[config.mk]
export PLATFORM = sky130hd
export DESIGN_NAME = subdom_seq
export DESIGN_NICKNAME = d
export VERILOG_FILES = /design/src/rtl/subdom_pkg.sv /design/src/rtl/subdom_cmd_dec.sv /design/src/rtl/subdom_timer.sv /design/src/rtl/subdom_seq.sv
export SDC_FILE = /design/constraint.sdc
export NUM_CORES = 1
export LEC_CHECK = 0
export BUFFER_PORTS_ARGS = -buffer_cell sky130_fd_sc_hd__buf_2
export CAP_MARGIN = 20
export CORE_MARGIN = 5
export CORE_UTILIZATION = 46
export DETAILED_ROUTE_END_ITERATION = 12
export HOLD_SLACK_MARGIN = 0.12
export PLACE_DENSITY = 0.7
export SLEW_MARGIN = 20
export SYNTH_ARGS = -nofsm -noshare
export SYNTH_HDL_FRONTEND = slang
export SYNTH_SLANG_ARGS = --single-unit
[constraint.sdc]
create_clock -name clk -period 7.3 [get_ports clk]
set_input_delay 0.365 -clock clk [delete_from_list [all_inputs] [get_ports clk]]
set_output_delay 0.365 -clock clk [all_outputs]
set_load 0.02 [all_outputs]
[src/rtl/subdom_pkg.sv]
package subdom_pkg;

    localparam logic [7:0] WR_KEY = 8'h5A;

    typedef enum logic [1:0] {
        OP_NONE  = 2'b00,
        OP_ON    = 2'b01,
        OP_OFF   = 2'b10,
        OP_RESET = 2'b11
    } op_e;

    typedef enum logic [1:0] {
        EC_NONE     = 2'd0,
        EC_TIMEOUT  = 2'd1,
        EC_BUSY     = 2'd2,
        EC_NOPARENT = 2'd3
    } err_e;

    typedef enum logic [3:0] {
        S_IDLE, S_UP_PULSE, S_UP_GATE, S_UP_CLK, S_UP_MST, S_UP_SLV,
        S_UNDO_MST, S_DN_SLV, S_DN_MST, S_REDO_SLV, S_OFF_CLK, S_OFF_RST
    } state_e;

    typedef struct packed {
        state_e st;
        logic   fail;
        logic   again;
        logic   clk_en;
        logic   rst_n;
        logic   mst_req;
        logic   slv_req;
        logic   done;
        logic   err;
        err_e   code;
    } seq_t;

endpackage

[src/rtl/subdom_cmd_dec.sv]
module subdom_cmd_dec
    import subdom_pkg::*;
(
    input  logic        cmd_valid,
    input  logic [31:0] cmd_word,
    output op_e         op
);
    logic unused_bits;
    assign unused_bits = ^cmd_word[23:2];

    always_comb begin
        if (cmd_valid && cmd_word[31:24] == WR_KEY)
            op = op_e'(cmd_word[1:0]);
        else
            op = OP_NONE;
    end
endmodule

[src/rtl/subdom_timer.sv]
module subdom_timer #(
    parameter int W = 8
) (
    input  logic         clk,
    input  logic         rst_n,
    input  logic         clr,
    input  logic [W-1:0] lim,
    output logic         hit
);
    logic [W-1:0] cnt_d, cnt_q;

    assign hit = (cnt_q >= lim);

    always_comb begin
        if (clr)      cnt_d = '0;
        else if (hit) cnt_d = cnt_q;
        else          cnt_d = cnt_q + W'(1);
    end

    always_ff @(posedge clk or negedge rst_n) begin
        if (!rst_n) cnt_q <= '0;
        else        cnt_q <= cnt_d;
    end
endmodule

[src/rtl/subdom_seq.sv]
module subdom_seq
    import subdom_pkg::*;
#(
    parameter bit HAS_BRIDGE     = 1'b1,
    parameter int PULSE_CYCLES   = 32,
    parameter int TIMEOUT_CYCLES = 100
) (
    input  logic        clk,
    input  logic        rst_n,
    input  logic        cmd_valid,
    input  logic [31:0] cmd_word,
    input  logic        parent_on,
    input  logic        mst_ack,
    input  logic        slv_ack,
    output logic        mst_stop,
    output logic        slv_stop,
    output logic        sub_clk_en,
    output logic        sub_rst_n,
    output logic        busy,
    output logic        done,
    output logic        err,
    output logic [1:0]  err_code,
    output logic        rst_status
);
    localparam int MAXLIM = (PULSE_CYCLES > TIMEOUT_CYCLES) ? PULSE_CYCLES : TIMEOUT_CYCLES;
    localparam int CNT_W  = $clog2(MAXLIM + 1);
    localparam state_e DN_FIRST = HAS_BRIDGE ? S_DN_SLV : S_OFF_CLK;

    seq_t       d, q;
    op_e        op;
    logic       hit, clr, ack_m, ack_s;
    logic [CNT_W-1:0] lim;

    subdom_cmd_dec u_dec (.cmd_valid(cmd_valid), .cmd_word(cmd_word), .op(op));

    generate
        if (HAS_BRIDGE) begin : g_bridge
            assign ack_m = mst_ack;
            assign ack_s = slv_ack;
        end else begin : g_nobridge
            logic unused_acks;
            assign unused_acks = mst_ack ^ slv_ack;
            assign ack_m = 1'b1;
            assign ack_s = 1'b1;
        end
    endgenerate

    assign lim = (q.st == S_UP_PULSE) ? CNT_W'(PULSE_CYCLES) : CNT_W'(TIMEOUT_CYCLES);
    assign clr = (d.st != q.st);

    subdom_timer #(.W(CNT_W)) u_tmr (
        .clk(clk), .rst_n(rst_n), .clr(clr), .lim(lim), .hit(hit)
    );

    always_comb begin
        d      = q;
        d.done = 1'b0;
        d.err  = 1'b0;
        unique case (q.st)
            S_IDLE: begin
                d.fail = 1'b0;
                unique case (op)
                    OP_ON: begin
                        d.st     = S_UP_PULSE;
                        d.clk_en = 1'b1;
                    end
                    OP_OFF: begin
                        d.st    = DN_FIRST;
                        d.again = 1'b0;
                    end
                    OP_RESET: begin
                        if (parent_on) begin
                            d.st    = DN_FIRST;
                            d.again = 1'b1;
                        end else begin
                            d.err  = 1'b1;
                            d.code = EC_NOPARENT;
                        end
                    end
                    default: ;
                endcase
            end
            S_UP_PULSE: if (hit) begin
                d.clk_en = 1'b0;
                d.st     = S_UP_GATE;
            end
            S_UP_GATE: begin
                d.rst_n = 1'b1;
                d.st    = S_UP_CLK;
            end
            S_UP_CLK: begin
                d.clk_en = 1'b1;
                if (HAS_BRIDGE) d.st = S_UP_MST;
                else begin
                    d.st   = S_IDLE;
                    d.done = 1'b1;
                end
            end
            S_UP_MST: begin
                d.mst_req = 1'b0;
                if (!q.mst_req && !ack_m) d.st = S_UP_SLV;
                else if (hit) begin
                    d.mst_req = 1'b1;
                    d.fail    = 1'b1;
                    d.st      = S_OFF_CLK;
                end
            end
            S_UP_SLV: begin
                d.slv_req = 1'b0;
                if (!q.slv_req && !ack_s) begin
                    d.st   = S_IDLE;
                    d.done = 1'b1;
                end else if (hit) begin
                    d.slv_req = 1'b1;
                    d.mst_req = 1'b1;
                    d.fail    = 1'b1;
                    d.st      = S_UNDO_MST;
                end
            end
            S_UNDO_MST: if ((q.mst_req && ack_m) || hit) d.st = S_OFF_CLK;
            S_DN_SLV: begin
                d.slv_req = 1'b1;
                if (q.slv_req && ack_s) d.st = S_DN_MST;
                else if (hit) begin
                    d.slv_req = 1'b0;
                    d.st      = S_IDLE;
                    d.err     = 1'b1;
                    d.code    = EC_TIMEOUT;
                end
            end
            S_DN_MST: begin
                d.mst_req = 1'b1;
                if (q.mst_req && ack_m) d.st = S_OFF_CLK;
                else if (hit)           d.st = S_REDO_SLV;
            end
            S_REDO_SLV: begin
                d.slv_req = 1'b0;
                if ((!q.slv_req && !ack_s) || hit) begin
                    d.st   = S_IDLE;
                    d.err  = 1'b1;
                    d.code = EC_TIMEOUT;
                end
            end
            S_OFF_CLK: begin
                d.clk_en = 1'b0;
                d.st     = S_OFF_RST;
            end
            S_OFF_RST: begin
                d.rst_n = 1'b0;
                if (q.fail) begin
                    d.st   = S_IDLE;
                    d.err  = 1'b1;
                    d.code = EC_TIMEOUT;
                end else if (q.again) begin
                    d.again  = 1'b0;
                    d.clk_en = 1'b1;
                    d.st     = S_UP_PULSE;
                end else begin
                    d.st   = S_IDLE;
                    d.done = 1'b1;
                end
            end
            default: d.st = S_IDLE;
        endcase
        if (q.st != S_IDLE && op != OP_NONE && !d.err) begin
            d.err  = 1'b1;
            d.code = EC_BUSY;
        end
    end

    always_ff @(posedge clk or negedge rst_n) begin
        if (!rst_n) begin
            q <= '{st: S_IDLE, fail: 1'b0, again: 1'b0, clk_en: 1'b0, rst_n: 1'b0,
                   mst_req: 1'b1, slv_req: 1'b1, done: 1'b0, err: 1'b0, code: EC_NONE};
        end else begin
            q <= d;
        end
    end

    assign mst_stop   = q.mst_req;
    assign slv_stop   = q.slv_req;
    assign sub_clk_en = q.clk_en;
    assign sub_rst_n  = q.rst_n;
    assign busy       = (q.st != S_IDLE);
    assign done       = q.done;
    assign err        = q.err;
    assign err_code   = q.code;
    assign rst_status = ~q.rst_n;
endmodule

==> results.yml <==
timing:
  whs_ps: 410.0
  setup_ws_ps: 3511
  hold_violations: 0
  post-route-period-util_pct: 51.90
  slew_headroom_pct: 47.20
  final.setup.tns_ps: 0
  report.final.slew_viol_count: 0
  timing.fmax_ghz: 0.2640
  setup-violations-final: 0
  skew_ps: 2.293
  period_needed_ps: 3789
  tightest_slew_ps: 792.1
  rsz0062_at_grt: "no"
place:
  place_ws_ps: 3568
  gp_congestion: 0.8783
  place_area_um2: 1907
  post-dp-hpwl_mm: 3.298
  portBuffers: 25
final_layout:
  antenna_cells: 0
  drive_above_1_share_pct: 20.17
  finalInstanceArea_um2: 1963
  mostFrequentLayoutCells: "buf_2, o21ai_0, dfrtp_1"
  mostFrequentLayoutCell: "buf_2"
  ff_latch_area_um2: 528.0
  multi_input_area_um2: 1160
  fin_nets: 276
  syn2layout_area_growth_pct: 10.11
  fillers: 374
logic_synthesis:
  synthTopCellsByArea: "dfrtp_1, o21ai_0, a21oi_1, nand2_1, nor4_1"
  synth_seq_area_share_pct: 29.61
  synth_top_area_share_pct: 26.67
  ys_warn_count: 0
  dominantRegCellSynth: "dfrtp_1"
  synth_edf_count: 0
  ys_seq_elements: 21
  synth.net_count: 258
  syn_area_um2: 1783
  synth_top_area_cell: "dfrtp_1"
  synth_cells: 216
  avgSynthCellArea_um2: 8.254
  synth_cell_type_count: 62
  ys_async_sr_fraction_pct: 100.0
floorplanning:
  die_area_um2: 5221
  core.rowCount: 22
  die_h_um: 72.26
  die_w_um: 72.26
  io_pins: 48
  fp.coreArea_um2: 3716
  start_util_pct: 47.98
cts:
  ctsHoldBuffers: 1
  post_cts_resized: 0
  clk_pin_slew_worst_paths_ps: 80
  cts_buffers: 3
  cts_buffer_depth: 2
  root_buffer: "clkbuf_8"
  htree_levels: 1
  insertion_delay_ps: 260
  cts_tree: "yes"
  clock-sinks: 21
  postCtsSetupRepairBufs: 0
run_status:
  status: "finished, final reports clean"
routing:
  first_pass_iters: 5
  post_drt_wl_per_cell_um: 16.35
  routed_via_density: 6.082
  vias: 1709
  antenna_left: 0
  routed_wl_mm: 4.595
  drcViolationCount: 0
  drt_iter0_drc: 118
hold_path:
  whs_path_depth: 3
  hold_class: "in -> reg"
global_routing:
  grt_use_total_pct: 19.06
  antenna_found_initial: 0
  grt.overflow.total: 0
  grt_pass1_vias: 1660
  grt_max_degree: 28
  grt_pass1_wl_mm: 8.010
worst_setup_path:
  ff2ff_path_depth: 9
  critPathLaunchType: "flop"
  critPathCaptureType: "flop"
  path_class: "reg -> reg"
  cp_data_arrival_time_ps: 3910
  required_ps: 7420
  cp_max_fo: 27
power:
  power_leakage_nw: 0.7987
  power.density_nw_per_um2: 312.8
  vdd_drop_max_mv: 0.1425
job:
  maxCapViolCount: 0
[cell type report]
cell class | instances | area share [%]
Clock buffer | 3 | 2.103
Tap cell | 48 | 3.059
Inverter | 9 | 1.721
Clock inverter | 1 | 0.2549
Timing Repair Buffer | 26 | 6.883
Multi-Input combinational cell | 173 | 59.08
Sequential cell | 21 | 26.90
[report_power, final]
part	internal (mW)	total, mW	switching, mW
registers	0.149	0.218	0.0694
clock network	0.0381	0.0795	0.0414
logic	0.131	0.317	0.185
[worst paths after layout]
path	endpoint	startpoint	slack [ps]
max	u_tmr.cnt_q[1]	q[10]	3510
min	slv_stop	slv_ack	410
max reg2reg	u_tmr.cnt_q[1]	q[10]	3510
min reg2reg	err_code[1]	err_code[1]	500
max in group asynchronous	mst_stop	rst_n	6350
min in group asynchronous	sub_rst_n	rst_n	590
[per-layer routing]
| layer | wire, µm | track usage (%) | share of wire [%] |
|---|---|---|---|
| met5 | 0 | 0 | 0 |
| met4 | 56 | 5.637 | 1.2 |
| met3 | 229 | 3.047 | 5.0 |
| met2 | 2139 | 29.83 | 47 |
| met1 | 2170 | 27.00 | 47 |
[per-stage QoR]
step	total power, mW	instances	utilization [%]
finish	0.6140	281	52.83
global route	0.6664	281	52.83
CTS	0.6126	281	52.83
detailed placement	0.5311	276	51.31
global placement	0.5296	276	51.31
floorplan	0.4508	216	-
[cells by family (layout without fill, tap and decap cells)]
kind of cell    Yosys count  in the layout  synth area share, %
flops                    21             21                29.61
compound gates           72             72                28.42
mux                       3              3                1.754
simple gates             90             90                30.10
fa+ha+maj                 4              4                2.807
xor+xnor                  4              4                1.965
buf+inv                  22             39                5.333
[synthesized netlist by cell type, types with 3 or more instances]
library cell	count
o22ai_1	3
nor2b_1	5
nand2_1	15
nand2b_1	7
xnor2_1	4
dfrtp_1	19
ha_1	4
o21ai_0	20
nor3b_1	3
nand3_1	4
inv_1	9
buf_2	4
nor4_1	9
nor2_1	14
o211ai_1	7
and3_1	6
or2_1	3
a21oi_1	12
clkbuf_1	6
nor3_1	4
[sequential cells by signal (all words and copies together) (netlist names)]
signal       count
err              1
sub_clk_en       1
u_tmr.cnt_q      7
mst_stop         1
done             1
sub_rst_n        1
err_code         2
slv_stop         1
q                6
[critical path, cell delays in order (launching register included)]
cell	delay, ps
dfrtp_1	860
or3b_1	490
or2_1	290
inv_1	70
ha_1	160
nand2_1	150
o21ai_2	530
mux2i_1	240
nor4_2	690
nor4_1	140
Note: power is estimated with default switching activity, not from simulation.
